<file path="src/rtl/romid_pkg.sv">
package romid_pkg;

    typedef enum logic [1:0] {
        ST_IDLE = 2'd0,
        ST_SEND = 2'd1,
        ST_RECV = 2'd2
    } romid_state_e;

    typedef struct packed {
        logic restart;   // clear index and CRC
        logic step;      // a bit is consumed this cycle
        logic crc_en;    // CRC register absorbs a bit
        logic use_rx;    // CRC input comes from rx_bit
    } romid_ctl_t;

endpackage

</file>
<file path="src/rtl/romid_crc.sv">
module romid_crc #(
    parameter int unsigned          CRC_W    = 8,
    parameter logic [CRC_W-1:0]     TAP_MASK = 8'h8C
) (
    input  logic             clk,
    input  logic             rst_n,
    input  logic             clr,
    input  logic             en,
    input  logic             din,
    output logic [CRC_W-1:0] crc_q,
    output logic [CRC_W-1:0] crc_d
);

    logic fb;
    assign fb = din ^ crc_q[0];

    // Right-shifting register; feedback enters at the tap positions.
    for (genvar i = 0; i < CRC_W; i++) begin : g_tap
        if (i == CRC_W - 1) begin : g_top
            assign crc_d[i] = fb & TAP_MASK[i];
        end else begin : g_mid
            assign crc_d[i] = crc_q[i+1] ^ (fb & TAP_MASK[i]);
        end
    end

    always_ff @(posedge clk or negedge rst_n) begin
        if (!rst_n) begin
            crc_q <= '0;
        end else if (clr) begin
            crc_q <= '0;
        end else if (en) begin
            crc_q <= crc_d;
        end
    end

    AST_CRC_CLEARED: assert property (@(posedge clk) disable iff (!rst_n)
        clr |=> (crc_q == '0));

    AST_CRC_HOLD: assert property (@(posedge clk) disable iff (!rst_n)
        (!clr && !en) |=> $stable(crc_q));

endmodule

</file>
<file path="src/rtl/romid_seq.sv">
module romid_seq #(
    parameter int unsigned ID_W  = 64,
    localparam int unsigned IDX_W = $clog2(ID_W)
) (
    input  logic             clk,
    input  logic             rst_n,
    input  logic             clr,
    input  logic             adv,
    output logic [IDX_W-1:0] idx,
    output logic             last
);

    assign last = (idx == IDX_W'(ID_W - 1));

    always_ff @(posedge clk or negedge rst_n) begin
        if (!rst_n) begin
            idx <= '0;
        end else if (clr) begin
            idx <= '0;
        end else if (adv) begin
            idx <= last ? '0 : idx + 1'b1;
        end
    end

    AST_IDX_STEP: assert property (@(posedge clk) disable iff (!rst_n)
        (adv && !clr && !last) |=> (idx == $past(idx) + 1'b1));

    AST_IDX_WRAP: assert property (@(posedge clk) disable iff (!rst_n)
        (adv && !clr && last) |=> (idx == '0));

endmodule

</file>
<file path="src/rtl/romid_bitsel.sv">
module romid_bitsel #(
    parameter int unsigned       FAM_W  = 8,
    parameter int unsigned       SER_W  = 48,
    parameter int unsigned       CRC_W  = 8,
    parameter logic [FAM_W-1:0]  FAMILY = '0,
    parameter logic [SER_W-1:0]  SERIAL = '0,
    localparam int unsigned      ID_W   = FAM_W + SER_W + CRC_W,
    localparam int unsigned      PAY_W  = FAM_W + SER_W,
    localparam int unsigned      IDX_W  = $clog2(ID_W)
) (
    input  logic [IDX_W-1:0] idx,
    input  logic [CRC_W-1:0] crc,
    output logic             sel_bit,
    output logic             in_payload
);

    logic [ID_W-1:0] frame;

    // Transmission order: family, serial, check byte, each LSB first.
    assign frame      = {crc, SERIAL, FAMILY};
    assign sel_bit    = frame[idx];
    assign in_payload = (32'(idx) < PAY_W);

endmodule

</file>
<file path="src/rtl/romid_ctrl.sv">
module romid_ctrl
    import romid_pkg::*;
(
    input  logic       clk,
    input  logic       rst_n,
    input  logic       start_tx,
    input  logic       start_rx,
    input  logic       bit_req,
    input  logic       last,
    input  logic       in_payload,
    input  logic       crc_fail_nxt,
    output romid_ctl_t ctl,
    output logic       busy,
    output logic       sending,
    output logic       done,
    output logic       crc_error
);

    romid_state_e state_q, state_d;

    always_comb begin
        state_d = state_q;
        if (start_tx) begin
            state_d = ST_SEND;
        end else if (start_rx) begin
            state_d = ST_RECV;
        end else begin
            unique case (state_q)
                ST_IDLE: state_d = ST_IDLE;
                ST_SEND: if (bit_req && last) state_d = ST_IDLE;
                ST_RECV: if (bit_req && last) state_d = ST_IDLE;
                default: state_d = ST_IDLE;
            endcase
        end
    end

    always_ff @(posedge clk or negedge rst_n) begin
        if (!rst_n) begin
            state_q <= ST_IDLE;
        end else begin
            state_q <= state_d;
        end
    end

    always_comb begin
        ctl.restart = start_tx | start_rx;
        ctl.step    = !ctl.restart && bit_req && (state_q != ST_IDLE);
        ctl.use_rx  = (state_q == ST_RECV);
        ctl.crc_en  = ctl.step && (ctl.use_rx || in_payload);
        busy        = (state_q != ST_IDLE);
        sending     = (state_q == ST_SEND);
    end

    always_ff @(posedge clk or negedge rst_n) begin
        if (!rst_n) begin
            done      <= 1'b0;
            crc_error <= 1'b0;
        end else begin
            done      <= ctl.step && last;
            crc_error <= ctl.step && last && ctl.use_rx && crc_fail_nxt;
        end
    end

    AST_DONE_SINGLE: assert property (@(posedge clk) disable iff (!rst_n)
        done |=> !done);

    AST_DONE_IDLE: assert property (@(posedge clk) disable iff (!rst_n)
        done |-> (state_q == ST_IDLE || $past(start_tx || start_rx)));

    AST_ERR_WITH_DONE: assert property (@(posedge clk) disable iff (!rst_n)
        crc_error |-> done);

    AST_IDLE_REQ_IGNORED: assert property (@(posedge clk) disable iff (!rst_n)
        (state_q == ST_IDLE && bit_req && !start_tx && !start_rx) |=> (state_q == ST_IDLE));

    AST_TX_PRIORITY: assert property (@(posedge clk) disable iff (!rst_n)
        start_tx |=> (state_q == ST_SEND));

endmodule

</file>
<file path="src/rtl/romid_core.sv">
module romid_core
    import romid_pkg::*;
#(
    parameter int unsigned      FAM_W    = 8,
    parameter int unsigned      SER_W    = 48,
    parameter int unsigned      CRC_W    = 8,
    parameter logic [CRC_W-1:0] TAP_MASK = 8'h8C,
    parameter logic [FAM_W-1:0] FAMILY   = 8'h2D,
    parameter logic [SER_W-1:0] SERIAL   = 48'h0000_1234_ABCD,
    localparam int unsigned     ID_W     = FAM_W + SER_W + CRC_W,
    localparam int unsigned     IDX_W    = $clog2(ID_W)
) (
    input  logic clk,
    input  logic rst_n,
    input  logic start_tx,
    input  logic start_rx,
    input  logic bit_req,
    input  logic rx_bit,
    output logic tx_bit,
    output logic busy,
    output logic done,
    output logic crc_error
);

    romid_ctl_t       ctl;
    logic [IDX_W-1:0] idx;
    logic             last;
    logic             sel_bit;
    logic             in_payload;
    logic             sending;
    logic             crc_din;
    logic [CRC_W-1:0] crc_q;
    logic [CRC_W-1:0] crc_d;

    romid_ctrl u_ctrl (
        .clk          (clk),
        .rst_n        (rst_n),
        .start_tx     (start_tx),
        .start_rx     (start_rx),
        .bit_req      (bit_req),
        .last         (last),
        .in_payload   (in_payload),
        .crc_fail_nxt (|crc_d),
        .ctl          (ctl),
        .busy         (busy),
        .sending      (sending),
        .done         (done),
        .crc_error    (crc_error)
    );

    romid_seq #(.ID_W(ID_W)) u_seq (
        .clk   (clk),
        .rst_n (rst_n),
        .clr   (ctl.restart),
        .adv   (ctl.step),
        .idx   (idx),
        .last  (last)
    );

    romid_bitsel #(
        .FAM_W  (FAM_W),
        .SER_W  (SER_W),
        .CRC_W  (CRC_W),
        .FAMILY (FAMILY),
        .SERIAL (SERIAL)
    ) u_sel (
        .idx        (idx),
        .crc        (crc_q),
        .sel_bit    (sel_bit),
        .in_payload (in_payload)
    );

    assign crc_din = ctl.use_rx ? rx_bit : sel_bit;

    romid_crc #(.CRC_W(CRC_W), .TAP_MASK(TAP_MASK)) u_crc (
        .clk   (clk),
        .rst_n (rst_n),
        .clr   (ctl.restart),
        .en    (ctl.crc_en),
        .din   (crc_din),
        .crc_q (crc_q),
        .crc_d (crc_d)
    );

    assign tx_bit = sending & sel_bit;

    AST_CRC_FROZEN_IN_TAIL: assert property (@(posedge clk) disable iff (!rst_n)
        (sending && !in_payload && !start_tx && !start_rx) |=> $stable(crc_q));

endmodule

</file>
<file path="config.mk">
export PLATFORM = sky130hd
export DESIGN_NAME = romid_core
export DESIGN_NICKNAME = d
export VERILOG_FILES = /design/src/rtl/romid_pkg.sv /design/src/rtl/romid_crc.sv /design/src/rtl/romid_seq.sv /design/src/rtl/romid_bitsel.sv /design/src/rtl/romid_ctrl.sv /design/src/rtl/romid_core.sv
export SDC_FILE = /design/constraint.sdc
export NUM_CORES = 1
export LEC_CHECK = 0
export BUFFER_PORTS_ARGS = -buffer_cell sky130_fd_sc_hd__buf_2
export CORE_MARGIN = 3
export CORE_UTILIZATION = 55
export DETAILED_ROUTE_END_ITERATION = 8
export PLACE_DENSITY = 0.74
export REMOVE_ABC_BUFFERS = 1
export SYNTH_ARGS = -nofsm -noshare
export SYNTH_HDL_FRONTEND = slang
export SYNTH_HIERARCHICAL = 1
export SYNTH_SLANG_ARGS = --single-unit
</file>
<file path="constraint.sdc">
create_clock -name clk -period 6.5 [get_ports clk]
set_clock_uncertainty 0.15 [all_clocks]
set_input_delay 1.3 -clock clk [delete_from_list [all_inputs] [get_ports clk]]
set_output_delay 1.3 -clock clk [all_outputs]
set_load 0.01 [all_outputs]
</file>
==> flow_summary.toml, run 1 <==
[pwr]
power.switching_uw = 48.5
comb_power_share_pct = 12.1
total_power_uw = 194
pwr-share-clk_pct = 28.4
p_leak_nw = 0.533
p_per_area_nw_per_um2 = 159
sw_frac_of_total_pct = 25.0
intPower_uw = 145
peakVddDrop_mv = 0.112
seqPwrFrac_pct = 59.5

[sta]
post-route-period-util_pct = 54.4
tns_ns = 0
fin_crit_ns = 3.53
final_hold_viol_count = 0
setup_viol = 0
rsz0062_at_grt = "no"
tightest_slew_ns = 0.541
setup_ws_ns = 2.97
slew_violations = 0
slew_headroom_pct = 63.8
fmax_mhz = 283

[cts]
cts_made_buffers = 3
ctsHoldBuffers = 0
cts.sinks = 18
post_cts.repair.setup_buffers = 0
cts_resized = 0
worstSkewPairLatency_ns = 0.29
cts_max_level = 1
clk_path_buf_depth = 2
tritoncts = "yes"
clockRootBuffer = "clkbuf_4"
cts.clk_slew.worst_paths_ns = 0.10

[logic_synthesis]
postSynthAreaPerCell_um2 = 10.3
synth-main-ff-cell = "dfrtp_1"
ys_warn_count = 6
ys_async_sr_fraction_pct = 100
ys_ff_latch = 18
postSynthCellCount = 117
synth_edf_count = 0
yosysSeqAreaShare_pct = 37.3
ys_types = 41
synth_area_um2 = 1210

[detailed_routing]
drtIter0Drc = 10
num_vias = 821
postRouteAntennaNets = 0
dr.pass1.iters = 4
drc = 0
drt-total-wl_mm = 2.08
vias_per_cell = 5.66
wire_per_inst_um = 14.3

[critical_path]
reg2reg_from = "u_seq/idx[2]$_DFFE_PN0P_"
cp_max_fo = 13
crit_chain = "mux2_4 -> or3_1 -> o211ai_1 -> a32oi_1 -> and2_1 -> buf_2"
r2r_cells = 9
slowest_delay_ns = 0.63
worstReg2RegEnd = "u_ctrl/crc_error$_DFF_PN0_"
r2r_setup_slack_ns = 3.46
critPathCaptureType = "output pin"
crit_path_top_delay_cell = "dfrtp_1"
worstPathRequired_ns = 5.05
critPathKind = "reg -> out"
start_kind = "flop"
arrival_ns = 2.08

[placed_design]
dp_hpwl_mm = 1.53
portBuffers = 9
pre_cts_slack_ns = 3.30
place.gp.congestion = 0.821

[hold_path]
hold_path.class = "reg -> reg"
hold_end = "u_crc/crc_q[4]$_DFFE_PN0P_"
hold_depth = 2
holdCritStartpoint = "u_crc/crc_q[4]$_DFFE_PN0P_"

[floorplanning]
initial_utilization_pct = 59.8
dieArea_um2 = 2800
rows = 16
core-area_um2 = 2020
ios = 10
die_w_um = 52.9
die_h_um = 52.9

[global_route]
grt_pass1_wl_mm = 3.68
grt_pass1_vias = 818
antenna_found_initial = 0
grt_max_degree = 19
grt-ovfl-total = 0
grt_usage_pct = 18.0

[cells_and_area]
layout_commonest_cell = "dfrtp_1"
fin_nets = 130
mostFrequentLayoutCells = "18 x dfrtp_1, 12 x nor2_1, 10 x mux2i_1"
diodes = 0
drive_gt1_share_pct = 16.9
multi_input_area_um2 = 642
syn_to_final_growth_pct = 1.24
seq_area_um2 = 450
fillers = 175

[outcome]
outcome = "finished, final reports clean"

[flow_run]
drv_cap = 0
-- stage by stage --
stage / instance area [um2] / utilization [%] / instances / hold WS [ns]
6_report: 1220 / 60.5 / 145 / 0.436
5_1_grt: 1220 / 60.5 / 145 / 0.468
4_1_cts: 1220 / 60.5 / 145 / 0.439
3_5_place_dp: 1200 / 59.4 / 142 / 0.417
3_3_place_gp: 1200 / 59.4 / 142 / 0.414
2_1_floorplan: 1120 / - / 106 / 0.362
-- routing by layer --
layer / wire [um] / part of all wire (%) / global-route usage [%]
met1: 1020 / 49 / 24.3
met2: 946 / 46 / 28.1
met3: 70 / 3.4 / 3.38
met4: 34 / 1.6 / 7.66
met5: 0 / 0 / 0
-- flip-flops by register name, summed over array words and instances, names as in the netlist --
signal            flops
u_ctrl/state_q        2
u_ctrl/crc_error      1
u_crc/crc_q           8
u_seq/idx             6
u_ctrl/done           1
-- Yosys cell counts, drive strengths merged (2+ instances only) --
master	instances	area share, %
a31oi	2	1.0
ha	4	4.1
dfrtp	18	37
nor2	12	3.7
or3	2	1.0
and3	2	1.0
xor2	4	2.9
o211ai	2	1.2
nand3b	2	1.2
inv	8	2.5
nand3	3	1.2
o21ai	3	1.2
nand2	8	2.5
and2	2	1.1
mux2i	10	8.3
buf	11	7.1
xor3	2	4.1
mux2	2	2.2
nor4	2	1.0
-- power by group through the flow --
stage	registers (mW)	clock network (mW)	logic (mW)
2_1_floorplan	0.117	0	0.0155
3_3_place_gp	0.118	0	0.0232
3_5_place_dp	0.118	0	0.0238
4_1_cts	0.115	0.0550	0.0239
5_1_grt	0.116	0.0613	0.0266
6_report	0.115	0.0551	0.0235
-- area by class of cell --
type,count,share of cell area (%)
repair buffers,9,3.68
well taps,27,2.76
inverters,8,2.45
multi-input cells,80,52.5
clock buffers,3,1.84
flip-flops and latches,18,36.8
-- worst max-delay path, delay by kind of cell (launching register included) --
family | cells | cell delay (ns)
flops | 1 | 0.63
compound gates | 2 | 0.24
mux | 1 | 0.33
simple gates | 2 | 0.46
buf+inv | 1 | 0.13
-- cells by family after synthesis --
family                     synth area share (%)
adders and majority gates                  4.14
xor gates and xnor gates                   7.76
buffers and inverters                      9.63
DFF                                        37.3
and+or+nand+nor                            18.0
muxes                                      12.6
AOI/OAI and AO/OA                          10.6
-- how the worst max path moves through the flow --
| stage | start | end | slack [ns] | cells past startpoint |
|---|---|---|---|---|
| floorplan | u_seq/idx[2]$_DFFE_PN0P_ | tx_bit | 3.51 | 5 |
| global placement | u_seq/idx[2]$_DFFE_PN0P_ | tx_bit | 3.31 | 6 |
| detailed placement | u_seq/idx[2]$_DFFE_PN0P_ | tx_bit | 3.30 | 6 |
| CTS | u_seq/idx[2]$_DFFE_PN0P_ | tx_bit | 2.97 | 6 |
| global route | u_seq/idx[2]$_DFFE_PN0P_ | tx_bit | 2.84 | 6 |
| finish | u_seq/idx[2]$_DFFE_PN0P_ | tx_bit | 2.97 | 6 |
(Power assumes the default switching activity.)
==> run 2, diff against run 1 <==
==> constraint.sdc (replaced) <==
create_clock -name clk -period 3.6 [get_ports clk]
set_clock_uncertainty 0.15 [all_clocks]
set_input_delay 0.72 -clock clk [delete_from_list [all_inputs] [get_ports clk]]
set_output_delay 0.72 -clock clk [all_outputs]
set_load 0.01 [all_outputs]
==> run 2 against run 1 <==
  * Worst setup slack worse by 2.4 ns
  * Critical path depth is the same
  * Non-clock buffer count rose by 1
  * Clock-buffer cell count increased by 1
  * Sequential share of layout area fell by 0.63 points
  * Clock power is 130% higher
  * Cell count is 1.4% higher
  * Routed wire length is 9.5% higher
  * Design area up 1.7%
  * Global-route usage increased by 0.70 points
  * First-iteration DRC count rose by 80%
  * Total power is 94% higher
==> flow_summary.toml, run 2 (synthesis results as in run 1) <==
[cells_and_area]
mostFrequentLayoutCells = "18 x dfrtp_1, 12 x nor2_1, 10 x mux2i_1"
multi_input_area_um2 = 642
layout_commonest_cell = "dfrtp_1"
drive_gt1_share_pct = 18.3
seq_area_um2 = 450
largest_reg_flops = 8
fin_nets = 131
reg_top3 = "u_crc/crc_q (8), u_seq/idx (6), u_ctrl/state_q (2)"
diodes = 0
top_register = "u_crc/crc_q"
syn_to_final_growth_pct = 3.00
fillers = 169

[critical_path]
critPathKind = "reg -> out"
endpoint = "tx_bit"
r2r_setup_slack_ns = 0.61
arrival_ns = 2.15
cp_max_fo = 13
start_kind = "flop"
critPathCaptureType = "output pin"
reg2reg_from = "u_seq/idx[2]$_DFFE_PN0P_"
worstReg2RegEnd = "u_ctrl/crc_error$_DFF_PN0_"
crit_start = "u_seq/idx[2]$_DFFE_PN0P_"
worstPathRequired_ns = 2.73
r2r_cells = 9

[sta]
hold_slack_ns = 0.191
fmax_mhz = 331
setup_viol = 0
slew_violations = 0
fin_crit_ns = 3.02
tightest_slew_ns = 0.525
final_hold_viol_count = 0
post-route-period-util_pct = 83.9
tns_ns = 0
slew_headroom_pct = 64.9
rsz0062_at_grt = "no"

[cts]
cts_resized = 0
ctsHoldBuffers = 0
cts_made_buffers = 3
tritoncts = "yes"
clockRootBuffer = "clkbuf_4"
cts.clk_slew.worst_paths_ns = 0.10
worstSkewPairLatency_ns = 0.29
cts_max_level = 1
post_cts.repair.setup_buffers = 0
clk_path_buf_depth = 2
cts.sinks = 18

[detailed_routing]
dr.pass1.iters = 4
postRouteAntennaNets = 0
drtIter0Drc = 18
drt-total-wl_mm = 2.27
num_vias = 866
wire_per_inst_um = 15.5
vias_per_cell = 5.89
drc = 0

[global_route]
grt_pass1_vias = 820
antenna_found_initial = 0
grt_max_degree = 19
grt_pass1_wl_mm = 3.80
grt-ovfl-total = 0
grt_usage_pct = 18.7

[placed_design]
place.gp.congestion = 0.845
portBuffers = 9
dp_hpwl_mm = 1.63

[pwr]
peakVddDrop_mv = 0.300
p_leak_nw = 0.545
p_per_area_nw_per_um2 = 302

[floorplanning]
dieArea_um2 = 2800
core-area_um2 = 2020
die_w_um = 52.9
ios = 10
die_h_um = 52.9
rows = 16
initial_utilization_pct = 59.8

[outcome]
outcome = "finished, final reports clean"

[hold_path]
hold_path.class = "in -> async"

[flow_run]
drv_cap = 0
run 2: changes by cell type in the layout (fill, tap and decap cells not counted):
cell / change
clkbuf_8: +1
buf_4: +1
run 2: area by class of cell:
| cell class | count | area share, % |
|---|---|---|
| Multi-Input combinational cell | 80 | 51.6 |
| Timing Repair Buffer | 10 | 4.22 |
| Sequential cell | 18 | 36.2 |
| Tap cell | 27 | 2.71 |
| Inverter | 8 | 2.41 |
| Clock buffer | 4 | 2.91 |
run 2: worst min path at each step:
stage | depth (start not counted) | to | startpoint | slack [ns]
after detailed placement | 1 | u_ctrl/state_q[0]$_DFFE_PN0P_ | u_ctrl/state_q[0]$_DFFE_PN0P_ | 0.42
after CTS | 1 | u_ctrl/state_q[0]$_DFFE_PN0P_ | rst_n | 0.19
final | 1 | u_crc/crc_q[5]$_DFFE_PN0P_ | rst_n | 0.19
after floorplan | 0 | u_crc/crc_q[0]$_DFFE_PN0P_ | rst_n | 0.27
after global routing | 1 | u_ctrl/crc_error$_DFF_PN0_ | rst_n | 0.20
after global placement | 2 | u_crc/crc_q[5]$_DFFE_PN0P_ | u_crc/crc_q[5]$_DFFE_PN0P_ | 0.41
run 2: through the flow:
stage | instances | worst slack [ns] | instance area (um2) | power [mW] | util (%)
2_1_floorplan | 106 | 0.819 | 1120 | 0.239 | -
3_3_place_gp | 143 | 0.729 | 1210 | 0.256 | 59.8
3_5_place_dp | 143 | 0.615 | 1210 | 0.257 | 59.8
4_1_cts | 147 | 0.576 | 1240 | 0.383 | 61.6
5_1_grt | 147 | 0.430 | 1240 | 0.393 | 61.6
6_report | 147 | 0.580 | 1240 | 0.376 | 61.6
run 2: layer usage:
layer  part of all wire (%)  vias to the layer above  GRT usage, %
met5                      0                        -             0
met4                   0.92                        0          8.94
met3                    2.6                        2          1.69
met2                     48                       17          28.5
met1                     48                      427          26.7
li1                       -                      420             -
run 2: worst max-delay path, cell delays in order, from the launching register on:
cell	delay (ns)
dfrtp_1	0.65
mux2_4	0.34
or3_1	0.31
o211ai_1	0.10
a32oi_1	0.14
and2_1	0.18
buf_2	0.14
run 2: power breakdown:
group	switching [mW]	internal, mW	leakage, nW
combinational	0.0248	0.0196	0.277
clock	0.0619	0.0616	0.0210
sequential	0.00340	0.205	0.247
